===== config.mk =====
export PLATFORM = sky130hd
export DESIGN_NAME = burst_addr_gen
export DESIGN_NICKNAME = d
export VERILOG_FILES = /design/src/rtl/burst_pkg.sv /design/src/rtl/burst_beat_ctr.sv /design/src/rtl/burst_order_map.sv /design/src/rtl/burst_addr_gen.sv
export SDC_FILE = /design/constraint.sdc
export NUM_CORES = 1
export LEC_CHECK = 0
export BUFFER_PORTS_ARGS = -buffer_cell sky130_fd_sc_hd__buf_2
export CAP_MARGIN = 20
export CORE_UTILIZATION = 30
export CTS_BUF_LIST = sky130_fd_sc_hd__clkbuf_4 sky130_fd_sc_hd__clkbuf_8
export DETAILED_ROUTE_END_ITERATION = 7
export PLACE_DENSITY = 0.53
export SLEW_MARGIN = 5
export SYNTH_ARGS = -nofsm -noshare
export SYNTH_HDL_FRONTEND = slang
export SYNTH_SLANG_ARGS = --single-unit

===== constraint.sdc =====
create_clock -name clk -period 1.8 [get_ports clk]
set_input_delay 0.09 -clock clk [delete_from_list [all_inputs] [get_ports clk]]
set_output_delay 0.09 -clock clk [all_outputs]
set_load 0.005 [all_outputs]

===== src/rtl/burst_pkg.sv =====
package burst_pkg;

   // Beat ordering applied to the low address bits
   typedef enum logic {
      ORD_LINEAR     = 1'b0,
      ORD_INTERLEAVE = 1'b1
   } burst_order_e;

endpackage


===== src/rtl/burst_beat_ctr.sv =====
module burst_beat_ctr #(
   parameter int BEAT_W = 2
) (
   input  logic              clk,
   input  logic              rst,
   input  logic              clr,
   input  logic              inc,
   output logic [BEAT_W-1:0] beat,
   output logic [BEAT_W-1:0] beat_nxt
);

   localparam logic [BEAT_W-1:0] BEAT_ONE  = BEAT_W'(1);
   localparam logic [BEAT_W-1:0] BEAT_LAST = {BEAT_W{1'b1}};

   generate
      if (BEAT_W < 1) begin : g_bad_width
         $error("burst_beat_ctr: BEAT_W must be at least 1");
      end
   endgenerate

   logic [BEAT_W-1:0] beat_q;

   // Natural modulo wrap of the counter width returns to beat 0
   assign beat_nxt = beat_q + BEAT_ONE;
   assign beat     = beat_q;

   always_ff @(posedge clk) begin
      if (rst) begin
         beat_q <= '0;
      end else if (clr) begin
         beat_q <= '0;
      end else if (inc) begin
         beat_q <= beat_nxt;
      end
   end


   beat_wrap_chk: assert property (@(posedge clk) disable iff (rst)
      (inc && !clr && beat_q == BEAT_LAST) |=> (beat_q == '0));


   beat_clear_chk: assert property (@(posedge clk) disable iff (rst)
      clr |=> (beat_q == '0));

endmodule


===== src/rtl/burst_order_map.sv =====
module burst_order_map
   import burst_pkg::*;
#(
   parameter int BEAT_W = 2
) (
   input  logic [BEAT_W-1:0] start_lo,
   input  logic [BEAT_W-1:0] beat,
   input  burst_order_e      order,
   output logic [BEAT_W-1:0] beat_lo
);

   logic [BEAT_W-1:0] lin_lo;
   logic [BEAT_W-1:0] ilv_lo;

   // Linear order: modulo add within the beat field
   assign lin_lo = start_lo + beat;

   // Interleaved order: per-bit toggle of the start bits by the beat count
   genvar gi;
   generate
      for (gi = 0; gi < BEAT_W; gi++) begin : g_ilv_bit
         assign ilv_lo[gi] = start_lo[gi] ^ beat[gi];
      end
   endgenerate

   always_comb begin
      unique case (order)
         ORD_INTERLEAVE: beat_lo = ilv_lo;
         default:        beat_lo = lin_lo;
      endcase
   end

endmodule


===== src/rtl/burst_addr_gen.sv =====
module burst_addr_gen
   import burst_pkg::*;
#(
   parameter int ADDR_W = 20,
   parameter int BEAT_W = 2
) (
   input  logic              clk,
   input  logic              rst,
   input  logic              adv_ld,
   input  logic              order_sel,
   input  logic              standby,
   input  logic [ADDR_W-1:0] ext_addr,
   output logic [ADDR_W-1:0] burst_addr
);

   localparam int HI_W = ADDR_W - BEAT_W;

   generate
      if (ADDR_W <= BEAT_W) begin : g_bad_addr
         $error("burst_addr_gen: ADDR_W must exceed BEAT_W");
      end
   endgenerate

   logic              load_en;
   logic              step_en;
   logic [ADDR_W-1:0] start_q;
   logic [ADDR_W-1:0] addr_q;
   logic [BEAT_W-1:0] beat;
   logic [BEAT_W-1:0] beat_nxt;
   logic [BEAT_W-1:0] nxt_lo;
   burst_order_e      order;

   assign load_en = !standby && !adv_ld;
   assign step_en = !standby &&  adv_ld;
   assign order   = burst_order_e'(order_sel);

   burst_beat_ctr #(
      .BEAT_W (BEAT_W)
   ) i_beat_ctr (
      .clk      (clk),
      .rst      (rst),
      .clr      (load_en),
      .inc      (step_en),
      .beat     (beat),
      .beat_nxt (beat_nxt)
   );

   burst_order_map #(
      .BEAT_W (BEAT_W)
   ) i_order_map (
      .start_lo (start_q[BEAT_W-1:0]),
      .beat     (beat_nxt),
      .order    (order),
      .beat_lo  (nxt_lo)
   );

   always_ff @(posedge clk) begin
      if (rst) begin
         start_q <= '0;
         addr_q  <= '0;
      end else if (load_en) begin
         start_q <= ext_addr;
         addr_q  <= ext_addr;
      end else if (step_en) begin
         addr_q  <= {start_q[ADDR_W-1:BEAT_W], nxt_lo};
      end
   end

   assign burst_addr = addr_q;

   // Helper terms for the order checks, formed from separate registers
   logic [BEAT_W-1:0] lo_diff;
   logic [BEAT_W-1:0] lo_flip;
   assign lo_diff = addr_q[BEAT_W-1:0] - start_q[BEAT_W-1:0];
   assign lo_flip = addr_q[BEAT_W-1:0] ^ start_q[BEAT_W-1:0];


   reset_zero_chk: assert property (@(posedge clk)
      $past(rst) |-> (burst_addr == '0 && beat == '0));


   load_capture_chk: assert property (@(posedge clk) disable iff (rst)
      load_en |=> (burst_addr == $past(ext_addr)));


   upper_hold_chk: assert property (@(posedge clk) disable iff (rst)
      step_en |=> (burst_addr[ADDR_W-1:BEAT_W] == $past(burst_addr[ADDR_W-1:BEAT_W])));


   linear_map_chk: assert property (@(posedge clk) disable iff (rst)
      (step_en && !order_sel) |=> (lo_diff == beat));


   interleave_map_chk: assert property (@(posedge clk) disable iff (rst)
      (step_en && order_sel) |=> (lo_flip == beat));


   standby_hold_chk: assert property (@(posedge clk) disable iff (rst)
      standby |=> ($stable(burst_addr) && $stable(start_q) && $stable(beat)));


   switch_keep_start_chk: assert property (@(posedge clk) disable iff (rst)
      step_en |=> $stable(start_q));

   localparam int UNUSED_HI = HI_W;

endmodule


[Yosys cells after proc, flatten, opt, wreduce, memory -nomap -nowiden]
Index checks and enable logic that the tools add are counted.
Cells by class
  $add $sub $neg: 2
  mux-type cells: 3
  bitwise gates (word level): 2
  reduce and logical (&&, ||, !) cells: 6
Operators with widths (number)
  2-to-1 mux 20 bit: 2
  adder 2 x 1 -> 2 bit (second input constant): 1
  adder 2 bit: 1
  logical AND 1 bit: 2
  logical NOT 1 bit: 2
  2-to-1 mux 2 bit: 1
  nonzero test 2 bit: 1
  OR reduction 2 bit: 1
  XOR 1 bit: 2
Word-level totals
  bits in registers: 42
  input bits: 25
  output and inout bits: 20
  logic and storage cells: 16

[Longest topological paths before layout]
Gate-level depths: netlist of run 1.
  word-level depth: 5
  gate-level depth with buffers: 6
  gate-level depth less buffers: 5

[By module]
A second synthesis of run 1 with hierarchy kept.
Second synthesis, totals
  cell total of the unflattened synthesis: 197
  area total of the unflattened synthesis: 1918.1 µm²
By module, submodules not included
  burst_addr_gen: times used 1, cells an instance 183, area an instance 1788.0 µm², sequential area each 800.8 µm²
  burst_beat_ctr: times used 1, cells an instance 10, area an instance 93.8 µm², sequential area each 40.0 µm²
  burst_order_map: times used 1, cells an instance 4, area an instance 36.3 µm², sequential area each 0.0 µm²

[Worst setup path before layout of run 1]
No wires, ideal clock.
  path kind: register to register
  from: register i_beat_ctr.beat_q[0] (netlist: i_beat_ctr.beat[0])
  to: register addr_q[1] (netlist: burst_addr[1])
  arrival: 1.155 ns
  path slack: 0.571 ns
  cell stages (with the launch flop): 6
  clock period less this slack: 1.229 ns
  cell sequence: dfxtp_1 -> inv_1 -> ha_1 -> nor2b_1 -> xnor3_1 -> o21ai_0
Between the ends
  longest elaborated chain between the ends: 5
  elaborated cells on any way between the ends: 6
RTL lines
  from (decl): line burst_beat_ctr.sv:21  | logic [BEAT_W-1:0] beat_q;
  from (signal assigned): line burst_beat_ctr.sv:33  | beat_q <= beat_nxt;
  adder 2 x 1 -> 2 bit: line burst_beat_ctr.sv:24  | assign beat_nxt = beat_q + BEAT_ONE;
  named net beat_nxt[0]: line burst_addr_gen.sv:29  | logic [BEAT_W-1:0] beat_nxt;
  adder 2 bit: line burst_order_map.sv:16  | assign lin_lo = start_lo + beat;
  2-to-1 mux 2 bit: line burst_order_map.sv:27  | unique case (order)
  2-to-1 mux 20 bit: line burst_addr_gen.sv:64  | end else if (step_en) begin
  2-to-1 mux 20 bit: line burst_addr_gen.sv:61  | end else if (load_en) begin
  to (signal assigned): line burst_addr_gen.sv:63  | addr_q <= ext_addr;
  to (signal assigned): line burst_addr_gen.sv:65  | addr_q <= {start_q[ADDR_W-1:BEAT_W], nxt_lo};
  to (decl): line burst_addr_gen.sv:27  | logic [ADDR_W-1:0] addr_q;
The timed path passes the listed nets, and every way through them passes these cells. The select of a mux whose other input is x is not followed.
A chain may end at the register's enable or synchronous reset.

[Worst setup path after layout of run 1]
Same ends and word-level chain as after synthesis.

==> results.cfg, run 1 <==
[clock_tree]
cts.reportedPaths.clkPinSlew_ns = 0.08
htree_levels = 2
clock_sinks = 42
root_buffer = clkbuf_8
hold_buffers = 0
cts.repair.resized = 0
cts_setup_buffers = 0
cts_tree = yes
cts_buffer_depth = 2
clock_latency_ns = 0.29
numCtsBuffers = 5

[layout]
syn2layout_area_growth_pct = 18.1
design_area_um2 = 2230
diodes = 0
nets = 260
final_util = 0.372
drive_above_1_share = 0.332

[sta]
finalSetupTns_ns = 0
fin_skew_ns = 0.00476
timing.final.crit_share = 0.729
setup_viol = 0
max-slew-margin-rel = 0.667
tightest_slew_ns = 0.498
hold_viol = 0
rsz0062_at_grt = no
maxSlewViolCount = 0
timing.fmax_mhz = 762
fin_crit_ns = 1.31

[global_route]
grt_max_degree = 23
first_global_vias = 1283
grt_pass1_wl_mm = 6.13
antenna_found_initial = 0
grt.total_usage = 0.124
grt_overflow = 0

[pwr]
irDropWorstVdd_v = 0.000395
p_per_area_nw_per_um2 = 889
p_total_mw = 1.98
leakage_nw = 1.05

[synthesis]
synth.most_common_cell = dfxtp_1
synth-compound-area-share = 0.0642
yosysSeqAreaShare = 0.445
ys_warn_count = 0
synth_cells = 193
yosys.area.top_type = dfxtp_1
ys_seq_elements = 42
synth_top_family_by_area = multiplexers
ys_top_cells_by_area = dfxtp_1 (45%), mux2_4 (13%), mux2i_1 (11%)
synth_mux_area_frac = 0.251
syn_area_per_cell_um2 = 9.79
synth-adder-area-share = 0.00662
syn_nets = 219
yosys.area_share.simple = 0.150
async_reset_ff_frac = 0
synthTopCellsByCount = dfxtp_1 (42), nand2_1 (41), a21oi_1 (21)
syn-cell-area_um2 = 1890
yosys.area_share.xor_xnor = 0.0166
synth_cell_types = 26
ys.flop_type = dfxtp_1
synth_top_area_frac = 0.445
synth_edf_count = 0

[worst_setup_path]
critPathKind = register to register
end_kind = register
critPathArrivalTime_ns = 1.54
required_ns = 2.03
r2r_setup_slack_ns = 0.49
critPathMaxStageDelay_ns = 0.39
crit_path_cell_trace = inv_1, ha_1, nor2b_1, xnor3_1, o21ai_0
critPathTopFamily = flip-flops
crit_buf_inv = 1
cp_slowest_cell = dfxtp_1
startpoint_type = register
crit_fanout = 4

[place]
io_buffers = 44
dp_hpwl_mm = 2.46
place_area_um2 = 2120
gp_congestion = 0.717

[floorplanning]
die_h_um = 81.4
rows = 28
coreArea_um2 = 5990
pin_count = 45
initial_core_util = 0.315
design.die.area_um2 = 6620
die_w_um = 81.4

[route]
drtAntennaViolNets = 0
drc = 0
drt_iter0_drc = 34
num_vias = 1354
finalWirelength_mm = 3.75
wire_per_inst_um = 12.1
avgViaCountPerCell = 4.37
firstDrtPassIters = 4

[flow_run]
maxCapViolCount = 0

[outcome]
status = completed

[worst_hold_path]
worstHoldPathType = input port to register
-- stage by stage --
step / worst slack (ns) / cells / hold WS, ns
CTS: 0.489 / 310 / 0.0235
finish: 0.488 / 310 / 0.0364
floorplan: 0.571 / 193 / 0.226
global placement: 0.515 / 302 / 0.346
detailed placement: 0.508 / 302 / 0.351
global route: 0.331 / 310 / 0.0319
-- cell families after synthesis --
logic type,Yosys count
AOI/OAI and AO/OA,24
xor gates and xnor gates,2
adders and majority gates,1
buffers and inverters,17
DFF,42
muxes,39
and+or+nand+nor,68
-- path summary, 6_finish.rpt --
kind                                    startpoint       endpoint  cells after the start
worst max-delay path            i_beat_ctr.beat[0]  burst_addr[1]                      5
worst max register to register  i_beat_ctr.beat[0]  burst_addr[1]                      5
worst min-delay path                  ext_addr[12]    start_q[12]                      3
worst min register to register          start_q[8]     start_q[8]                      2
-- cell usage in the layout (no fill, tap or decap), types with 3 or more instances in the layout --
master | Yosys | layout
buf_2 | 1 | 44
buf_4 | 5 | 5
a21oi_1 | 21 | 21
mux2_4 | 16 | 16
mux2i_1 | 20 | 20
clkbuf_8 | 0 | 5
nand2_1 | 41 | 41
mux2_2 | 3 | 3
dfxtp_1 | 42 | 42
nor2_1 | 20 | 20
-- per-layer routing --
| metal | vias up | global-route usage | part of all wire |
|---|---|---|---|
| met1 | 607 | 0.154 | 0.46 |
| met5 | - | 0 | 0 |
| met4 | 0 | 0.0589 | 0.020 |
| li1 | 713 | - | - |
| met3 | 6 | 0.0303 | 0.047 |
| met2 | 28 | 0.199 | 0.47 |
-- power by group --
part           switching [mW]  leakage (nW)  internal (mW)
registers              0.0223         0.344          0.975
clock network           0.322        0.0579          0.408
logic                   0.121         0.649          0.135
total                   0.465          1.05           1.52
-- cell type report --
| type | count | area [um2] |
|---|---|---|
| Clock buffer | 5 | 68.8 |
| Clock inverter | 3 | 40.0 |
| Fill cell | 620 | 3760 |
| Tap cell | 75 | 93.8 |
| Inverter | 2 | 7.51 |
| Timing Repair Buffer | 49 | 258 |
| Sequential cell | 42 | 841 |
| Multi-Input combinational cell | 134 | 922 |
-- worst reg2reg max path, cell delays in order, from the launching register on --
cell,delay (ns)
dfxtp_1,0.39
inv_1,0.08
ha_1,0.19
nor2b_1,0.13
xnor3_1,0.31
o21ai_0,0.14
-- flip-flops by register name, summed over array words and instances, names as in the netlist --
signal	count
burst_addr	20
start_q	20
i_beat_ctr.beat	2
Power figures use the tool's default switching activity.
==> inputs of run 2 (changes only) <==
ABC_AREA = 1   (was not set)
PLACE_DENSITY = 0.55   (was 0.53)
clock period = 1.05 ns   (was 1.8 ns; I/O delays follow)
==> results.cfg, run 2 <==
[synthesis]
ys_warn_count = 0
synth.most_common_cell = nand2_1
syn_area_per_cell_um2 = 7.25
synth_mux_area_frac = 0
synth_cells = 231
syn_nets = 257
async_reset_ff_frac = 0
synth_top_family_by_area = simple AND/OR/NAND/NOR gates
synth-adder-area-share = 0.00747
synth_cell_types = 16
synth-compound-area-share = 0.117
ys_seq_elements = 42
synth_edf_count = 0
synth_top_area_frac = 0.502
ys_top_cells_by_area = dfxtp_1 (50%), nand2_1 (18%), o211ai_1 (8.1%)
yosysSeqAreaShare = 0.502
syn-cell-area_um2 = 1670
yosys.area.top_type = dfxtp_1
yosys.area_share.xor_xnor = 0
ys.flop_type = dfxtp_1
synthTopCellsByCount = nand2_1 (81), dfxtp_1 (42), inv_1 (35)
yosys.area_share.simple = 0.248

[layout]
drive_above_1_share = 0.256
final_util = 0.408
nets = 306
final_cell_mix = nand2_1 (80), buf_2 (44), dfxtp_1 (41)
syn2layout_area_growth_pct = 27.6
diodes = 0
final_common_cell = nand2_1

[clock_tree]
hold_buffers = 0
cts.reportedPaths.clkPinSlew_ns = 0.08
clock_latency_ns = 0.29
cts_buffer_depth = 2
htree_levels = 2
numCtsBuffers = 5
cts.repair.resized = 0
cts_tree = yes
root_buffer = clkbuf_8
cts_setup_buffers = 0
clock_sinks = 42

[worst_setup_path]
r2r-start = i_beat_ctr.beat[0]
end_kind = register
startpoint_type = register
critPathKind = register to register
critPathArrivalTime_ns = 1.21
crit_fanout = 2
cp-startpoint = i_beat_ctr.beat[0]
required_ns = 1.24

[global_route]
first_global_vias = 1458
grt_pass1_wl_mm = 6.26
grt.total_usage = 0.134
grt_overflow = 0
antenna_found_initial = 0
grt_max_degree = 39

[pwr]
p_total_mw = 3.22
p_per_area_nw_per_um2 = 1510
leakage_nw = 1.17
irDropWorstVdd_v = 0.000547

[route]
drt_iter0_drc = 59
num_vias = 1500
drtAntennaViolNets = 0
avgViaCountPerCell = 4.27
drc = 0
finalWirelength_mm = 3.67
firstDrtPassIters = 4
wire_per_inst_um = 10.4

[floorplanning]
coreArea_um2 = 5240
initial_core_util = 0.320
design.die.area_um2 = 5880
rows = 26
die_w_um = 76.7
pin_count = 45
die_h_um = 76.7

[place]
io_buffers = 44
post-place-ws_ns = 0.0185
gp_congestion = 0.726
dp_hpwl_mm = 2.55

[sta]
timing.fmax_mhz = 983
timing.final.crit_share = 0.969
tightest_slew_ns = 0.209
setup_viol = 0
fin_crit_ns = 1.02
setup_ws_ns = 0.0323
fin_skew_ns = 0.00312
hold_viol = 0
rsz0062_at_grt = yes
maxSlewViolCount = 0
max-slew-margin-rel = 0.861

[flow_run]
maxCapViolCount = 0

[worst_hold_path]
worstHoldPathType = input port to register
holdCritStartpoint = ext_addr[1]

[outcome]
status = completed
## run 2: final timing paths
kind                                      end  cells past startpoint  slack [ns]
worst min-delay path               start_q[1]                      3        0.02
worst max-delay path            burst_addr[1]                     10        0.03
worst max register to register  burst_addr[1]                     10        0.03
worst min register to register    start_q[16]                      2        0.47
## run 2: cell type report
| type | instances | area, um2 |
|---|---|---|
| Fill cell | 578 | 3100 |
| Multi-Input combinational cell | 137 | 641 |
| Tap cell | 70 | 87.6 |
| Inverter | 40 | 150 |
| Clock buffer | 6 | 82.6 |
| Clock inverter | 2 | 12.5 |
| Sequential cell | 42 | 842 |
| Timing Repair Buffer | 54 | 320 |
## run 2: layer usage
metal,routed length (um),part of all wire,GRT usage,vias up
met5,0,0,0,-
met4,34,0.0093,0.0538,0
met3,110,0.030,0.0417,2
met2,1790,0.49,0.227,19
met1,1730,0.47,0.157,675
li1,-,-,-,804
## run 2: through the flow
stage               hold WS (ns)  std cells  instance area [um2]  TNS, ns
global placement           0.333        343                 2030        0
global route              0.0237        351                 2140  -0.0471
floorplan                  0.153        231                 1680        0
CTS                       0.0254        351                 2120        0
finish                    0.0234        351                 2140        0
detailed placement         0.333        343                 2030        0
## run 2: logic make-up (layout without fill, tap and decap cells)
group | Yosys count | count (layout)
AND/OR/NAND/NOR | 107 | 107
buffers and inverters | 52 | 102
flip-flops | 42 | 42
AO/OA/AOI/OAI | 29 | 29
adder cells (fa/ha/maj) | 1 | 1
## run 2: report_power, final
group | internal [mW] | switching, mW | total [mW]
clock network | 0.529 | 0.547 | 1.08
registers | 1.68 | 0.0372 | 1.72
logic | 0.193 | 0.236 | 0.428
total | 2.40 | 0.819 | 3.22
## run 2: critical path, cell delays in order, from the launching register on
cell	delay (ns)
dfxtp_2	0.34
inv_2	0.05
ha_4	0.15
nand2_2	0.04
nand2_1	0.04
nand2_1	0.07
inv_1	0.04
nand2_1	0.05
nand3_1	0.06
nand2_1	0.06
inv_1	0.03
==> inputs of run 3 (changes only) <==
PLACE_DENSITY = 0.54   (was 0.55)
clock period = 1 ns   (was 1.05 ns; I/O delays follow)
==> results.cfg, run 3 (synthesis gave the netlist of run 2 again) <==
[layout]
diodes = 0
nFillCells = 561
drive_above_1_share = 0.264
final_util = 0.419
syn2layout_area_growth_pct = 31.0
nets = 309
layoutNonFillerInstCount = 354
final_cell_mix = nand2_1 (80), buf_2 (44), dfxtp_1 (41)
register_area_um2 = 842
multi_input_area_um2 = 641
design_area_um2 = 2190
final_common_cell = nand2_1

[pwr]
p_sw_mw = 0.843
power_frac_comb = 0.116
p_per_area_nw_per_um2 = 1770
swShare = 0.217
intPower_mw = 3.03
clock_power_share = 0.419
irDropWorstVdd_v = 0.000840
seqPwrFrac = 0.466
leakage_nw = 1.20

[flow_run]
maxCapViolCount = 0

[route]
drc = 0
wl_met2_mm = 1.58
firstDrtPassIters = 4
avgViaCountPerCell = 4.15
finalWirelength_mm = 3.55
top_layer_used = met4
wire_per_inst_um = 10.0
drtAntennaViolNets = 0
num_vias = 1469
wl_met3_um = 170
drt_iter0_drc = 68
met1Wirelength_mm = 1.75

[worst_setup_path]
rr_endpoint = burst_addr[1]
crit_fanout = 2
critPathMaxStageDelay_ns = 0.34
r2r-start = i_beat_ctr.beat[0]
critPathArrivalTime_ns = 1.20
critPathTopFamily = flip-flops
end_kind = register
r2r_cells = 10
critPathKind = register to register
cp_common_cell = nand2_1
startpoint_type = register
required_ns = 1.19
crit_buf_inv = 3
r2r_setup_slack_ns = -0.008
cp_slowest_cell = dfxtp_2
crit_path_cell_trace = inv_2, ha_4, nand2_2, nand2_1, nand2_1, inv_1, nand2_1, nand3_1, nand2_1, inv_1

[sta]
max-slew-margin-rel = 0.860
timing.final.crit_share = 1.01
fin_skew_ns = 0.00818
rsz0062_at_grt = yes
hold_slack_ns = 0.0180
fin_crit_ns = 1.01
hold_viol = 0
setup_ws_ns = -0.00828
tightest_slew_ns = 0.210
setup_viol = 1
timing.fmax_mhz = 992
maxSlewViolCount = 0

[floorplanning]
coreArea_um2 = 5240
pin_count = 45
die_h_um = 76.7
rows = 26
die_w_um = 76.7
design.die.area_um2 = 5880
initial_core_util = 0.320

[clock_tree]
hold_buffers = 0
clock_sinks = 42
clock_latency_ns = 0.29
numCtsBuffers = 5
cts_tree = yes
cts_buffer_depth = 2
cts.reportedPaths.clkPinSlew_ns = 0.07
htree_levels = 2
root_buffer = clkbuf_8

[place]
post-place-ws_ns = 0.000138
place_area_um2 = 2050
place_inst = 346
io_buffers = 44
gp_congestion = 0.690
dp_hpwl_mm = 2.56

[global_route]
grt.total_usage = 0.135
grt_max_degree = 39
grt_pass1_wl_mm = 6.25
antenna_found_initial = 0
first_global_vias = 1388
grt_overflow = 0

[outcome]
status = finished with violations
failed_checks = negative setup slack

[worst_hold_path]
holdCritStartpoint = ext_addr[1]
worstHoldPathType = input port to register
whs_path_depth = 3
holdPathEnd = start_q[1]
[run 3: cell count changes in the layout (fill, tap and decap cells not counted), sizes merged]
cell | before | now
clkinv | 1 | 0
buf | 54 | 57
bufinv | 0 | 2
clkinvlp | 1 | 0
[run 3: cell type report]
cell class,count,share of cell area
tap,70,0.0399
clock buffer,6,0.0376
timing repair buffer,57,0.151
sequential,42,0.384
clock inverter,2,0.0274
inverter,40,0.0685
multi-input combinational,137,0.292
[run 3: power by group through the flow]
| stage | sequential, mW | combinational, mW | clock (mW) |
|---|---|---|---|
| 2_1_floorplan | 1.85 | 0.254 | 0 |
| 3_3_place_gp | 1.84 | 0.454 | 0 |
| 3_5_place_dp | 1.85 | 0.451 | 0 |
| 4_1_cts | 1.81 | 0.454 | 1.68 |
| 5_1_grt | 1.82 | 0.520 | 1.77 |
| 6_report | 1.81 | 0.448 | 1.62 |
[run 3: per-layer routing]
layer	global-route usage	up-vias
met4	0.0577	0
li1	-	813
met2	0.204	25
met3	0.0476	5
met5	0	-
met1	0.174	626
[run 3: repair_timing]
| action | CTS | global route |
|---|---|---|
| pin swaps | 0 | 1 |
| setup buffers | 0 | 0 |
| endpoints found under the setup margin | 1 | 1 |
| gates resized for setup | 0 | 2 |
[run 3: worst max path at each step]
stage	from	end	slack (ns)	depth (start not counted)
final	i_beat_ctr.beat[0]	burst_addr[1]	-0.008	10
after global routing	i_beat_ctr.beat[0]	burst_addr[1]	-0.09	10
after CTS	i_beat_ctr.beat[0]	burst_addr[1]	-0.01	10
after detailed placement	i_beat_ctr.beat[0]	burst_addr[1]	0.0001	10
after global placement	i_beat_ctr.beat[0]	burst_addr[1]	0.005	10
after floorplan	i_beat_ctr.beat[0]	burst_addr[1]	0.002	10
[run 3: worst reg2reg max path, cell delays in order, from the launching register on]
cell     delay, ns
dfxtp_2       0.34
inv_2         0.05
ha_4          0.15
nand2_2       0.04
nand2_1       0.04
nand2_1       0.07
inv_1         0.04
nand2_1       0.05
nand3_1       0.06
nand2_1       0.06
inv_1         0.03
[run 3: metrics by stage]
stage / total power [mW] / TNS, ns
2_1_floorplan: 2.10 / 0
3_3_place_gp: 2.30 / 0
3_5_place_dp: 2.30 / 0
4_1_cts: 3.95 / -0.0126
5_1_grt: 4.10 / -0.0894
6_report: 3.88 / -0.00828
